File: config.mk
export PLATFORM = sky130hd
export DESIGN_NAME = uaddr_seq
export DESIGN_NICKNAME = d
export VERILOG_FILES = /design/src/rtl/uaddr_pkg.sv /design/src/rtl/uaddr_store.sv /design/src/rtl/uaddr_dispatch.sv /design/src/rtl/uaddr_nextsel.sv /design/src/rtl/uaddr_seq.sv
export SDC_FILE = /design/constraint.sdc
export NUM_CORES = 1
export LEC_CHECK = 0
export ABC_AREA = 1
export CORE_AREA = 2 2 39 41
export DETAILED_ROUTE_END_ITERATION = 8
export DIE_AREA = 0 0 41 43
export SLEW_MARGIN = 20
export SYNTH_ARGS = -nofsm -noshare
export SYNTH_HDL_FRONTEND = slang
export SYNTH_SLANG_ARGS = --single-unit
File: constraint.sdc
create_clock -name clk -period 1.3 [get_ports clk]
set_clock_uncertainty 0.1 [all_clocks]
set_input_delay 0.26 -clock clk [delete_from_list [all_inputs] [get_ports clk]]
set_output_delay 0.26 -clock clk [all_outputs]
set_load 0.05 [all_outputs]
File: src/rtl/uaddr_pkg.sv
package uaddr_pkg;

    localparam int UA_AW_DEF  = 6;
    localparam int UA_CW_DEF  = 17;
    localparam int UA_OPW_DEF = 6;
    localparam int UA_UIW_DEF = UA_CW_DEF + 3 + UA_AW_DEF;

    typedef enum logic [2:0] {
        JT_NEXT  = 3'd0,
        JT_SPIN  = 3'd1,
        JT_FETCH = 3'd2,
        JT_DISP  = 3'd3,
        JT_FEQZ  = 3'd4,
        JT_FNEZ  = 3'd5
    } ujump_e;

    // Default store: straight-line groups of four steps, each ending in a restart.
    function automatic logic [(2**UA_AW_DEF)*UA_UIW_DEF-1:0] ua_default_urom();
        logic [(2**UA_AW_DEF)*UA_UIW_DEF-1:0] img;
        img = '0;
        for (int i = 0; i < 2**UA_AW_DEF; i++) begin
            img[i*UA_UIW_DEF +: UA_UIW_DEF] = {
                UA_CW_DEF'(i),
                ((i % 4) == 3) ? JT_FETCH : JT_NEXT,
                UA_AW_DEF'(0)
            };
        end
        return img;
    endfunction

    // Default opcode map: every opcode valid, groups on four-step boundaries.
    function automatic logic [(2**UA_OPW_DEF)*(UA_AW_DEF+1)-1:0] ua_default_disp();
        logic [(2**UA_OPW_DEF)*(UA_AW_DEF+1)-1:0] img;
        img = '0;
        for (int o = 0; o < 2**UA_OPW_DEF; o++) begin
            img[o*(UA_AW_DEF+1) +: UA_AW_DEF+1] = {1'b1, UA_AW_DEF'((o % 16) * 4)};
        end
        return img;
    endfunction

endpackage

File: src/rtl/uaddr_store.sv
module uaddr_store #(
    parameter int AW = 6,
    parameter int CW = 17,
    parameter logic [(2**AW)*(CW+3+AW)-1:0] IMG = '0
) (
    input  logic [AW-1:0] addr,
    output logic [CW-1:0] ctrl,
    output logic [2:0]    jkind,
    output logic [AW-1:0] target
);
    localparam int DEPTH = 2**AW;
    localparam int UIW   = CW + 3 + AW;

    logic [UIW-1:0] words [DEPTH];

    for (genvar g = 0; g < DEPTH; g++) begin : g_word
        assign words[g] = IMG[g*UIW +: UIW];
    end

    logic [UIW-1:0] sel;

    always_comb begin
        sel    = words[addr];
        ctrl   = sel[UIW-1 -: CW];
        jkind  = sel[AW +: 3];
        target = sel[AW-1:0];
    end
endmodule

File: src/rtl/uaddr_dispatch.sv
module uaddr_dispatch #(
    parameter int OPW = 6,
    parameter int AW  = 6,
    parameter logic [(2**OPW)*(AW+1)-1:0] IMG = '0
) (
    input  logic [OPW-1:0] opcode,
    output logic           hit,
    output logic [AW-1:0]  entry
);
    localparam int NOPS = 2**OPW;
    localparam int EW   = AW + 1;

    logic [EW-1:0] slots [NOPS];

    for (genvar g = 0; g < NOPS; g++) begin : g_slot
        assign slots[g] = IMG[g*EW +: EW];
    end

    always_comb begin
        hit   = slots[opcode][AW];
        entry = slots[opcode][AW-1:0];
    end
endmodule

File: src/rtl/uaddr_nextsel.sv
module uaddr_nextsel
    import uaddr_pkg::*;
#(
    parameter int AW = 6,
    parameter logic [AW-1:0] FETCH_ADDR = '0,
    parameter logic [AW-1:0] ILL_ADDR   = '1
) (
    input  logic [AW-1:0] cur,
    input  logic [2:0]    jkind,
    input  logic          busy,
    input  logic          zero,
    input  logic [AW-1:0] target,
    input  logic          disp_hit,
    input  logic [AW-1:0] disp_entry,
    output logic [AW-1:0] nxt
);
    logic [AW-1:0] incr;

    always_comb begin
        incr = cur + AW'(1);
        case (jkind)
            JT_SPIN:  nxt = busy ? cur : incr;
            JT_FETCH: nxt = FETCH_ADDR;
            JT_DISP:  nxt = disp_hit ? disp_entry : ILL_ADDR;
            JT_FEQZ:  nxt = zero ? target : incr;
            JT_FNEZ:  nxt = zero ? incr : target;
            default:  nxt = incr;
        endcase
    end
endmodule

File: src/rtl/uaddr_seq.sv
module uaddr_seq
    import uaddr_pkg::*;
#(
    parameter int AW  = UA_AW_DEF,
    parameter int CW  = UA_CW_DEF,
    parameter int OPW = UA_OPW_DEF,
    parameter logic [AW-1:0] FETCH_ADDR = '0,
    parameter logic [AW-1:0] ILL_ADDR   = '1,
    parameter logic [(2**AW)*(CW+3+AW)-1:0] UROM_IMG = ua_default_urom(),
    parameter logic [(2**OPW)*(AW+1)-1:0]   DISP_IMG = ua_default_disp()
) (
    input  logic           clk,
    input  logic           rst,
    input  logic           mem_busy,
    input  logic           alu_zero,
    input  logic [OPW-1:0] opcode,
    output logic [CW-1:0]  ctrl_out
);
    typedef struct packed {
        logic [AW-1:0] uaddr;
    } seq_state_t;

    seq_state_t state_d, state_q;

    logic [AW-1:0] cur_addr;
    logic [2:0]    cur_jt;
    logic [AW-1:0] cur_tgt;
    logic          disp_hit;
    logic [AW-1:0] disp_ent;
    logic [AW-1:0] nxt_addr;

    assign cur_addr = state_q.uaddr;

    uaddr_store #(.AW(AW), .CW(CW), .IMG(UROM_IMG)) u_store (
        .addr   (cur_addr),
        .ctrl   (ctrl_out),
        .jkind  (cur_jt),
        .target (cur_tgt)
    );

    uaddr_dispatch #(.OPW(OPW), .AW(AW), .IMG(DISP_IMG)) u_disp (
        .opcode (opcode),
        .hit    (disp_hit),
        .entry  (disp_ent)
    );

    uaddr_nextsel #(.AW(AW), .FETCH_ADDR(FETCH_ADDR), .ILL_ADDR(ILL_ADDR)) u_nsel (
        .cur        (cur_addr),
        .jkind      (cur_jt),
        .busy       (mem_busy),
        .zero       (alu_zero),
        .target     (cur_tgt),
        .disp_hit   (disp_hit),
        .disp_entry (disp_ent),
        .nxt        (nxt_addr)
    );

    always_comb begin
        state_d = state_q;
        if (rst) begin
            state_d.uaddr = '0;
        end else begin
            state_d.uaddr = nxt_addr;
        end
    end

    always_ff @(posedge clk) begin
        state_q <= state_d;
    end
endmodule

==> results.ini, run 1 <==
[outcome]
status = finished, final reports clean

[yosys]
synth-main-ff-cell = dfxtp_1
syn_area_sq_um = 316.6
synth-seq-cells = 6
avgSynthCellArea_sq_um = 7.721
synthCells = 41
yosysSeqAreaShare = 0.3794
ys_warn_count = 0
synth_most_common_cell = buf_4
yosysTopAreaCellShare = 0.3794
synthArstFlopShare = 0
ys_top_cells_by_count = buf_4 (11), dfxtp_1 (6), inv_1 (6), nor2_1 (6), nand2_1 (3)
yosys.cell_types.count = 13
yosysTopAreaCell = dfxtp_1
yosys-top-cells-area = dfxtp_1 (38%), buf_4 (26%), inv_1 (7.1%)
synth_edf_count = 0

[clock_network]
clockBufferDepth = 2
cts.repair.resized = 0
post_cts.repair.setup_buffers = 0
postCtsHoldBufs = 0
clock-root-buffer = clkbuf_4
cts.clk_slew.worst_paths_ns = 0.04
clock-sinks = 6
htree_levels = 1
cts_tree = done
insertion_delay_ns = 0.24
numCtsBuffers = 3

[worst_hold_path]
worstHoldStart = cur_addr[4]
min_path_cells = 2
hold_class = register to register
hold_path_end = cur_addr[4]

[final_layout]
post-route-util = 0.3219
largest_reg_flops = 6
antenna_cells = 0
nets = 63
final_cells = 66
area.growth.synth_to_final_pct = 40.71
drive_above_1_share = 0.2600

[placement]
place_congestion = 0.6055
post-place-cells = 63
portBuffers = 7
dpl.hpwl_um = 359.3

[detailed_routing]
vias_per_cell = 3.424
post_drt_wl_per_cell_um = 6.591
final_antenna_net_count = 0
firstDrtPassIters = 1
wl_um = 435
drt_iter0_markers = 0
num_vias = 226
drc = 0

[worst_setup_path]
criticalPathCategory = register to output pin
worstRegToRegCells = 4
end_kind = output pin
r2r-start = cur_addr[0]
cpPeakStageDelay_ns = 0.41
crit_slowest_cell = dfxtp_1
worst-path-max-fanout = 4
rrSetupSlack_ns = 0.23
start_kind = register
crit_buf_inv = 1
regToRegEndpoint = cur_addr[3]
cp_data_arrival_time_ns = 0.81
worstPathRequired_ns = 0.94
crit_chain = buf_12
crit_family = flip-flops

[sta]
whs_ns = 0.3741
drv_slew = 0
fin_crit_ns = 1.171
fmax_mhz = 854.1
hold_viol = 0
timing.setup.tns_ns = 0
post-route-period-util = 0.9006
rsz0062_at_grt = no
setup_viol = 0

[floorplan]
ios = 27
initial_utilization = 0.2288
die_w_um = 41
die_height_um = 43
dieArea_sq_um = 1763
core-area_sq_um = 1384
rows = 14

[global_route]
grt_pass1_vias = 188
grt_max_degree = 6
overflow = 0
grt_pass1_wl_um = 703
grt_use_total = 0.06244
antenna_found_initial = 0

[pwr]
p_total_uw = 524.9
peakVddDrop_uv = 531.2
p_leak_uw = 0.0002046
power.density_nw_per_um2 = 1178

[job]
cap_viol_max_count = 0

==> metal layers <==
metal,part of all wire,track usage,vias up,wire (um)
met2,0.58,0.08438,11,254
met3,0.097,0.03665,0,42
met4,0,0.06000,0,0
li1,-,-,120,-
met1,0.31,0.06169,95,137
met5,0,0,-,0
==> placed cells by master (no fill, tap or decap) <==
master,count
dfxtp_2,1
o21ai_0,1
a21oi_1,2
nor2_4,1
dfxtp_1,5
buf_12,6
inv_1,6
clkdlybuf4s50_1,1
nor2_1,6
ha_1,1
nand2_2,1
nand3_1,1
inv_2,1
conb_1,11
nand2_1,3
clkbuf_4,3
==> final cells by class <==
type                            instances  area, sq um
Fill cell                             152        938.4
Multi-Input combinational cell         27        125.1
Sequential cell                         6        121.4
Timing Repair Buffer                    7        130.1
Tap cell                               16        20.02
Inverter                                7        26.28
Clock buffer                            3        22.52
==> logic make-up after synthesis <==
family,Yosys count,synth area share
adder cells (fa/ha/maj),1,0.03952
other,1,0.01185
AND/OR/NAND/NOR,12,0.1779
AO/OA/AOI/OAI,3,0.04742
flip-flops,6,0.3795
buffers and inverters,18,0.3439
==> how the worst max path moves through the flow <==
| stage | from | to | slack [ns] | cells after the start |
|---|---|---|---|---|
| 2_1_floorplan | cur_addr[1] | cur_addr[0] | 0.003 | 4 |
| 3_3_place_gp | rst | cur_addr[3] | 0.12 | 4 |
| 3_5_place_dp | rst | cur_addr[3] | 0.12 | 4 |
| 4_1_cts | cur_addr[3] | ctrl_out[3] | 0.11 | 1 |
| 5_1_grt | cur_addr[2] | ctrl_out[2] | 0.09 | 1 |
| 6_report | cur_addr[3] | ctrl_out[3] | 0.13 | 1 |
==> power by group <==
part / internal [uW] / switching (uW)
clock: 104 / 61.7
combinational: 38.9 / 114
sequential: 194 / 12.5
total: 337 / 188
==> metrics by stage <==
stage / worst slack, ns / cell area [sq um]
after detailed placement: 0.1208 / 422.9
after floorplan: 0.003085 / 355.3
after global placement: 0.1237 / 422.9
after global routing: 0.09362 / 445.4
final: 0.1292 / 445.4
after CTS: 0.1123 / 445.4
(Power assumes the default switching activity.)
==> inputs of run 2 (changes only) <==
--- a/config.mk
+++ b/config.mk
@@ -6,9 +6,11 @@
 export NUM_CORES = 1
 export LEC_CHECK = 0
 export ABC_AREA = 1
+export ABC_CLOCK_PERIOD_IN_PS = 1300
 export CORE_AREA = 2 2 39 41
 export DETAILED_ROUTE_END_ITERATION = 8
 export DIE_AREA = 0 0 41 43
+export MAX_ROUTING_LAYER = met4
 export SLEW_MARGIN = 20
 export SYNTH_ARGS = -nofsm -noshare
 export SYNTH_HDL_FRONTEND = slang
==> results.ini, run 2 (synthesis gave the netlist of run 1 again) <==
[global_route]
grt_use_total = 0.06398  ; was 0.06244
grt_pass1_wl_um = 703  ; unchanged
grt_max_degree = 6  ; unchanged
grt_pass1_vias = 188  ; unchanged
antenna_found_initial = 0  ; unchanged
overflow = 0  ; unchanged

[worst_setup_path]
crit_buf_inv = 1  ; unchanged
crit_slowest_cell = dfxtp_1  ; unchanged
crit_start = cur_addr[3]  ; unchanged
start_kind = register  ; unchanged
criticalPathCategory = register to output pin  ; unchanged
regToRegEndpoint = cur_addr[3]  ; unchanged
cpPeakStageDelay_ns = 0.41  ; about the same
worstPathRequired_ns = 0.94  ; about the same
crit_cells = 1  ; unchanged
worstRegToRegCells = 4  ; unchanged
setup.worst_path.end = ctrl_out[3]  ; unchanged
end_kind = output pin  ; unchanged
crit_chain = buf_12  ; unchanged
worst-path-max-fanout = 4  ; unchanged
r2r-start = cur_addr[0]  ; unchanged
cp_data_arrival_time_ns = 0.81  ; about the same
crit_family = flip-flops  ; unchanged
rrSetupSlack_ns = 0.23  ; about the same

[detailed_routing]
wl_um = 429  ; was 435 um
vias_per_cell = 3.424  ; unchanged
firstDrtPassIters = 1  ; unchanged
drc = 0  ; unchanged
routed-wl-met2_um = 254  ; unchanged
dr.max_layer_used = met3  ; unchanged
post_drt_wl_per_cell_um = 6.500  ; was 6.591 um
num_vias = 226  ; unchanged
wl_met3_um = 33  ; was 42 um
drt_iter0_markers = 0  ; unchanged
wl_met1_um = 141  ; was 137 um
final_antenna_net_count = 0  ; unchanged

[final_layout]
post-route-util = 0.3219  ; unchanged
final_cell_mix = conb_1 (11), nor2_1 (6), inv_1 (6), buf_12 (6), dfxtp_1 (5)  ; unchanged
antenna_cells = 0  ; unchanged
area.growth.synth_to_final_pct = 40.71  ; unchanged
mostFrequentLayoutCell = conb_1  ; unchanged
drive_above_1_share = 0.2600  ; unchanged
nets = 63  ; unchanged
largest_reg_flops = 6  ; unchanged

[sta]
worst_slack_ns = 0.1292  ; about the same
rsz0062_at_grt = no  ; unchanged
drv_slew = 0  ; unchanged
setup_viol = 0  ; unchanged
fin_crit_ns = 1.171  ; about the same
hold_viol = 0  ; unchanged
timing.setup.tns_ns = 0  ; unchanged
fmax_mhz = 854.1  ; about the same
post-route-period-util = 0.9006  ; about the same

[clock_network]
clockBufferDepth = 2  ; unchanged
cts.repair.resized = 0  ; unchanged
postCtsHoldBufs = 0  ; unchanged
insertion_delay_ns = 0.24  ; about the same
post_cts.repair.setup_buffers = 0  ; unchanged
htree_levels = 1  ; unchanged
clock-sinks = 6  ; unchanged
clock-root-buffer = clkbuf_4  ; unchanged
cts.clk_slew.worst_paths_ns = 0.04  ; about the same
numCtsBuffers = 3  ; unchanged
cts_tree = done  ; unchanged

[placement]
portBuffers = 7  ; unchanged
dpl.hpwl_um = 359.3  ; unchanged
place_congestion = 0.6095  ; was 0.6055
post-place-ws_ns = 0.1208  ; unchanged

[outcome]
status = finished, final reports clean  ; unchanged

[floorplan]
die_height_um = 43  ; unchanged
ios = 27  ; unchanged
initial_utilization = 0.2288  ; unchanged
core-area_sq_um = 1384  ; unchanged
die_w_um = 41  ; unchanged
rows = 14  ; unchanged
dieArea_sq_um = 1763  ; unchanged

[worst_hold_path]
min_path_cells = 2  ; unchanged
hold_class = register to register  ; unchanged

[job]
cap_viol_max_count = 0  ; unchanged

[pwr]
peakVddDrop_uv = 531.0  ; was 531.2 uV
power.density_nw_per_um2 = 1178  ; about the same
p_total_uw = 524.6  ; was 524.9 uW
p_leak_uw = 0.0002046  ; unchanged

[run 2: cell counts in the layout (fill, tap and decap cells not counted)]
Identical to the previous run, type by type.
[run 2: how the worst min path moves through the flow]
stage,start,slack [ns],endpoint
2_1_floorplan,rst,0.32,cur_addr[5]
3_3_place_gp,cur_addr[0],0.36,cur_addr[0]
3_5_place_dp,cur_addr[4],0.37,cur_addr[4]
4_1_cts,cur_addr[4],0.38,cur_addr[4]
5_1_grt,cur_addr[0],0.40,cur_addr[0]
6_report,cur_addr[4],0.37,cur_addr[4]
[run 2: per-stage QoR]
stage                     cell area (sq um)  hold WS, ns  instances
after floorplan                       355.3       0.3162         51
after global placement                422.9       0.3617         63
after detailed placement              422.9       0.3702         63
after CTS                             445.4       0.3774         66
after global routing                  445.4       0.4013         66
final                                 445.4       0.3741         66
[run 2: worst min-delay path: cells and delay by family, from the launching register on]
family | cells | cell delay [ns]
buffers and inverters | 1 | 0.06
DFF | 1 | 0.33
and+or+nand+nor | 1 | 0.03
[run 2: report_power, final]
part	internal, uW	total (uW)	switching, uW
registers	194	206	12.5
logic	38.9	153	114
clock network	104	166	61.7
total	337	525	188
[run 2: area by class of cell]
cell class | count | area [sq um]
clock buffers | 3 | 22.52
fillers | 152 | 938.4
inverters | 7 | 26.28
multi-input cells | 27 | 125.1
flip-flops and latches | 6 | 121.4
well taps | 16 | 20.02
repair buffers | 7 | 130.1
[run 2: layer usage]
layer  GRT usage  up-vias
met1     0.06494       95
li1            -      120
met3     0.03141        0
met5           -        -
met4     0.06000        0
met2     0.08438       11
